**src/rtl/pinstrap_pkg.sv**
```systemverilog
// Package: shared types for the strap controller.
// Assumes: the divide ratio is encoded as a plain binary ratio value.
package pinstrap_pkg;

    typedef enum logic [1:0] {
        APIC_RATIO_FULL = 2'd1,
        APIC_RATIO_HALF = 2'd2
    } apic_ratio_e;

    // Map the latched strap level to its divide ratio.
    function automatic apic_ratio_e ratio_from_strap(input logic strap_hi);
        return strap_hi ? APIC_RATIO_FULL : APIC_RATIO_HALF;
    endfunction

endpackage

```
**src/rtl/pinstrap_sync.sv**
```systemverilog
// Module: multi-stage synchronizer for the pad level.
// Assumes: d may change at any time; STAGES >= 1; resets to 0.
module pinstrap_sync #(
    parameter int STAGES = 2
) (
    input  logic clk,
    input  logic rst_n,
    input  logic d,
    output logic q
);
    logic [STAGES-1:0] chain;

    for (genvar i = 0; i < STAGES; i++) begin : g_stage
        if (i == 0) begin : g_first
            // First stage samples the asynchronous pad level.
            always_ff @(posedge clk) begin
                if (!rst_n) chain[i] <= 1'b0;
                else        chain[i] <= d;
            end
        end else begin : g_next
            // Later stages give metastability time to settle.
            always_ff @(posedge clk) begin
                if (!rst_n) chain[i] <= 1'b0;
                else        chain[i] <= chain[i-1];
            end
        end
    end

    assign q = chain[STAGES-1];
endmodule

```
**src/rtl/pinstrap_timer.sv**
```systemverilog
// Module: power-on delay counter.
// Assumes: DELAY_CYCLES >= 2. expire pulses for exactly one cycle, in the cycle
// whose closing edge sets done; done then holds until reset.
module pinstrap_timer #(
    parameter int unsigned DELAY_CYCLES = 28636
) (
    input  logic clk,
    input  logic rst_n,
    output logic expire,
    output logic done
);
    localparam int CW = $clog2(DELAY_CYCLES + 1);
    localparam logic [CW-1:0] LAST = CW'(DELAY_CYCLES - 1);

    logic [CW-1:0] cnt;

    // Expiry is detected on the final counted cycle only.
    always_comb expire = !done && (cnt == LAST);

    // Count cycles since reset release and set the sticky done flag.
    always_ff @(posedge clk) begin
        if (!rst_n) begin
            cnt  <= '0;
            done <= 1'b0;
        end else if (expire) begin
            done <= 1'b1;
        end else if (!done) begin
            cnt <= cnt + 1'b1;
        end
    end
endmodule

```
**src/rtl/pinstrap_latch.sv**
```systemverilog
// Module: one-shot strap capture register and ratio decode.
// Assumes: capture pulses once per power-up; strap resets to 0 (half rate).
module pinstrap_latch
    import pinstrap_pkg::*;
(
    input  logic       clk,
    input  logic       rst_n,
    input  logic       capture,
    input  logic       sample,
    output logic       strap,
    output logic [1:0] ratio
);
    // Take the synchronized level once, then freeze.
    always_ff @(posedge clk) begin
        if (!rst_n)       strap <= 1'b0;
        else if (capture) strap <= sample;
    end

    // Translate the stored strap into the divide ratio.
    always_comb ratio = ratio_from_strap(strap);
endmodule

```
**src/rtl/pinstrap_ctrl.sv**
```systemverilog
// Module: top of the strap controller. It samples the pad as a strap during
// power-up, then hands the pad over to drive the reference clock.
// Assumes: rst_n is the power-on reset, synchronous to clk_ref.
module pinstrap_ctrl #(
    parameter int unsigned DELAY_CYCLES = 28636,
    parameter int          SYNC_STAGES  = 2
) (
    input  logic       clk_ref,
    input  logic       rst_n,
    input  logic       pin_in,
    output logic       pin_oe,
    output logic       pin_out,
    output logic       strap_full_rate,
    output logic [1:0] apic_div,
    output logic       timer_done
);
    logic pin_sync;
    logic expire;

    pinstrap_sync #(.STAGES(SYNC_STAGES)) u_sync (
        .clk   (clk_ref),
        .rst_n (rst_n),
        .d     (pin_in),
        .q     (pin_sync)
    );

    pinstrap_timer #(.DELAY_CYCLES(DELAY_CYCLES)) u_timer (
        .clk    (clk_ref),
        .rst_n  (rst_n),
        .expire (expire),
        .done   (timer_done)
    );

    pinstrap_latch u_latch (
        .clk     (clk_ref),
        .rst_n   (rst_n),
        .capture (expire),
        .sample  (pin_sync),
        .strap   (strap_full_rate),
        .ratio   (apic_div)
    );

    // The driver enable switches on at the edge that ends the delay.
    always_ff @(posedge clk_ref) begin
        if (!rst_n)      pin_oe <= 1'b0;
        else if (expire) pin_oe <= 1'b1;
    end

    // The pad carries the reference clock only while it is driven.
    always_comb pin_out = clk_ref & pin_oe;
endmodule

```
**config.mk**
```make
export PLATFORM = sky130hd
export DESIGN_NAME = pinstrap_ctrl
export DESIGN_NICKNAME = d
export VERILOG_FILES = /design/src/rtl/pinstrap_pkg.sv /design/src/rtl/pinstrap_sync.sv /design/src/rtl/pinstrap_timer.sv /design/src/rtl/pinstrap_latch.sv /design/src/rtl/pinstrap_ctrl.sv
export SDC_FILE = /design/constraint.sdc
export NUM_CORES = 1
export LEC_CHECK = 0
export BUFFER_PORTS_ARGS = -buffer_cell sky130_fd_sc_hd__buf_2
export CORE_MARGIN = 2
export CORE_UTILIZATION = 45
export CTS_CLUSTER_SIZE = 40
export DETAILED_ROUTE_END_ITERATION = 8
export GPL_TIMING_DRIVEN = 0
export PLACE_DENSITY = 0.64
export SLEW_MARGIN = 5
export SYNTH_ARGS = -nofsm -noshare
export SYNTH_HDL_FRONTEND = slang
export SYNTH_SLANG_ARGS = --single-unit
```
**constraint.sdc**
```tcl
create_clock -name clk_ref -period 3.8 [get_ports clk_ref]
set_clock_uncertainty 0.2 [all_clocks]
set_input_delay 0.19 -clock clk_ref [delete_from_list [all_inputs] [get_ports clk_ref]]
set_output_delay 0.19 -clock clk_ref [all_outputs]
set_load 0.01 [all_outputs]
```
; ---- After elaboration in Yosys (flattened, before gate mapping)
; Cells that the tools add are included.
[word_totals]
ff_bits = 19
latch_bits = 0
mem_bits_rw = 0
mem_bits_ro = 0
elab_cells = 14
n_memories = 0
[op_classes]
add_sub_neg = 1
multipliers = 0
div = 0
n_lt_le_gt_ge = 0
n_eq_ne = 1
n_shift = 0
muxes = 1
bitwise_logic = 3
n_reduce_logical = 3
[ops]
columns = op, n
row1 = $add 15x1->15 const B, 1
row2 = $eq 15x15->1 const B, 1
row3 = $mux 2, 1
row4 = $not 1->1, 2
row5 = $reduce_and 2->1, 1
row6 = $and 1x1->1, 1
row7 = $logic_and 1x1->1, 1
row8 = $logic_not 1->1, 1

; ---- Longest topological paths before layout
[depth]
ltp_word = 4
depth_mapped = 5

; ---- Cells and area by module
; From an unflattened synthesis, not the netlist that was laid out.
[hier_totals]
hier_cells = 100
area_unflattened_um2 = 894.6
[by_module_without_submodules]
columns = mod, n_inst, cells_each, area_per_inst_um2
row1 = pinstrap_timer, 1, 88, 759.5
row2 = pinstrap_sync, 1, 4, 52.6
row3 = pinstrap_latch, 1, 5, 47.5
row4 = pinstrap_ctrl, 1, 3, 35.0

==> results.toml <==
[run_status]
run_status = "complete, no violations"

[power_and_ir_drop]
powerDensity_nw_per_um2 = 355
p_leak_nw = 0.393
ir_worst_vdd_uv = 240
switching_share_pct = 22.5
power_switching_uw = 83.0
pwr-share-comb_pct = 4.1
p_clk_share_pct = 40.1
p_int_uw = 286
seq_power_share_pct = 55.8

[synthesis]
ys.warnings.count = 0
synth-edff-count = 0
synth.top_cell.area_share_pct = 43.0
synth_area_per_cell_um2 = 9.31
syn_nets = 99
synth_area_leaders = "dfxtp_1 (43%), xnor2_1 (4.0%), xor2_1 (4.0%)"
synth_top_cell_by_area = "dfxtp_1"
ys_async_sr_fraction_pct = 0
ys_seq_area_share_pct = 43.0
ys_types = 34
synth_top_flop_cell = "dfxtp_1"
synth_area_um2 = 885
synthCells = 95
ys_seq_elements = 19

[global_route]
grt_max_degree = 11
grt_first_pass_wirelength_um = 2920
track_usage_pct = 16.7
antenna_found_initial = 0
overflow = 0
grt_pass1_vias = 708

[clock_network]
clk_pin_slew_ps = 100
cts.repair.resized = 0
insertion_delay_ps = 410
postCtsHoldBufs = 3
cts_tree = "done"
post_cts_buffers = 0

[drt]
num_vias = 757
drtPass1Iterations = 4
ant_nets = 0
drc = 0
drtIter0Drc = 23
wirelength_um = 1680
post_drt_wl_per_cell_um = 12.0
drt-vias-per-instance = 5.41

[placement]
portBuffers = 8
routabilityCongestion = 0.731
post-dp-hpwl_um = 1140
placed_area_um2 = 958

[finish]
area_growth_pct = 17.3
drive_above_1_share_pct = 19.5
final_util_pct = 54.5
antenna_cells = 0
fin_nets = 118
fin_area_um2 = 1040

[die]
io_pins = 9
dieHeight_um = 48.3
design.core.area_um2 = 1900
die_width_um = 48.3
initial_core_util_pct = 46.5
die_area_um2 = 2340
num_rows = 16

[sta]
fin_tns_setup_ps = 0
rsz0062_at_grt = "false"
tightest_slew_ps = 481
finalSetupViolCount = 0
max_slew_margin_pct = 67.6
hold_viol = 0
maxSlewViolCount = 0

[critical_path]
regToRegSetupSlack_ps = 1930
crit_type = "clk -> out"
cp.required_ps = 3410
arrival_ps = 2430
end_kind = "primary output"
cp_max_fo = 2
timing.rr.start = "u_timer.cnt[6]"
cp-startpoint = "clk_ref"
reg2reg_to = "u_latch.strap"
startpoint_type = "clock port"
reg2reg_depth = 4
crit_end = "pin_out"

[flow_run]
cap_violations = 0

[worst_hold_path]
min_path_type = "reg -> reg"
placed cells by master, fill, tap and decap left out, types with 2 or more instances in the layout:
master / instances
a21o_1: 2
a21oi_1: 6
and2_1: 3
and3_1: 2
buf_2: 8
buf_4: 2
clkbuf_1: 2
clkbuf_4: 6
dfxtp_1: 19
dlygate4sd3_1: 3
inv_1: 6
nand2_1: 8
nand3_1: 3
nand4_1: 3
nor2_1: 9
o21ai_0: 2
o31ai_1: 2
or4_1: 2
xnor2_1: 4
xor2_1: 4
cells in the mapped netlist (3+ instances only):
library cell	instances
xnor2_1	4
xor2_1	4
nor2_1	9
nand4_1	3
nand3_1	3
dfxtp_1	19
inv_1	6
nand2_1	8
a21oi_1	6
and2_1	3
power groups by stage:
stage	Sequential, mW	Clock [mW]	Combinational [mW]
2_1_floorplan	0.209	0.000000491	0.00927
3_3_place_gp	0.210	0.000000496	0.0125
3_5_place_dp	0.210	0.000000496	0.0127
4_1_cts	0.206	0.151	0.0151
5_1_grt	0.206	0.162	0.0171
6_report	0.206	0.148	0.0150
registers in the layout, indices dropped and copies added, names as in the netlist:
register,flops
u_timer.done,1
u_timer.cnt,15
u_latch.strap,1
u_sync.q,1
u_sync.chain,1
logic make-up after synthesis:
logic type	after synthesis	share of synthesized area, %
and+or+nand+nor	42	30.7
DFF	19	43.0
buffers and inverters	9	4.67
xor gates and xnor gates	8	7.92
muxes	1	1.13
AOI/OAI and AO/OA	15	11.2
adders and majority gates	1	1.41
worst min path at each step:
stage | start | cells past startpoint | slack (ps) | end
after global routing | u_sync.chain[0] | 1 | 280 | u_sync.q
final | u_sync.chain[0] | 1 | 250 | u_sync.q
after global placement | pin_in | 2 | 200 | u_sync.chain[0]
after floorplan | rst_n | 1 | 110 | u_sync.chain[0]
after detailed placement | pin_in | 2 | 200 | u_sync.chain[0]
after CTS | u_sync.chain[0] | 1 | 250 | u_sync.q
area by class of cell:
class                           count  area [um2]
Fill cell                         182         865
Multi-Input combinational cell     67         463
Sequential cell                    19         380
Timing Repair Buffer               10        65.1
Clock buffer                        8        53.8
Tap cell                           27        33.8
Inverter                            6        22.5
Buffer                              3        18.8
through the flow:
step,std cells,hold slack [ps],total power [mW],setup slack (ps)
final,140,252,0.369,979
after global routing,140,276,0.385,970
after global placement,130,203,0.223,1220
after floorplan,95,112,0.219,1320
after CTS,140,255,0.372,978
after detailed placement,130,202,0.223,1220
worst max-delay path: stages:
cell and delay (ps):
clkbuf_4 110, clkbuf_4 120, and2_2 170, buf_2 130
layer usage:
| layer | global-route usage [%] | vias up | routed length (um) | part of all wire [%] |
|---|---|---|---|---|
| met5 | 0 | - | 0 | 0 |
| met4 | 13.3 | 0 | 29 | 1.7 |
| met3 | 4.63 | 4 | 48 | 2.9 |
| met2 | 27.5 | 16 | 861 | 51 |
| met1 | 18.0 | 362 | 739 | 44 |
| li1 | - | 375 | - | - |
Power figures use the tool's default switching activity.
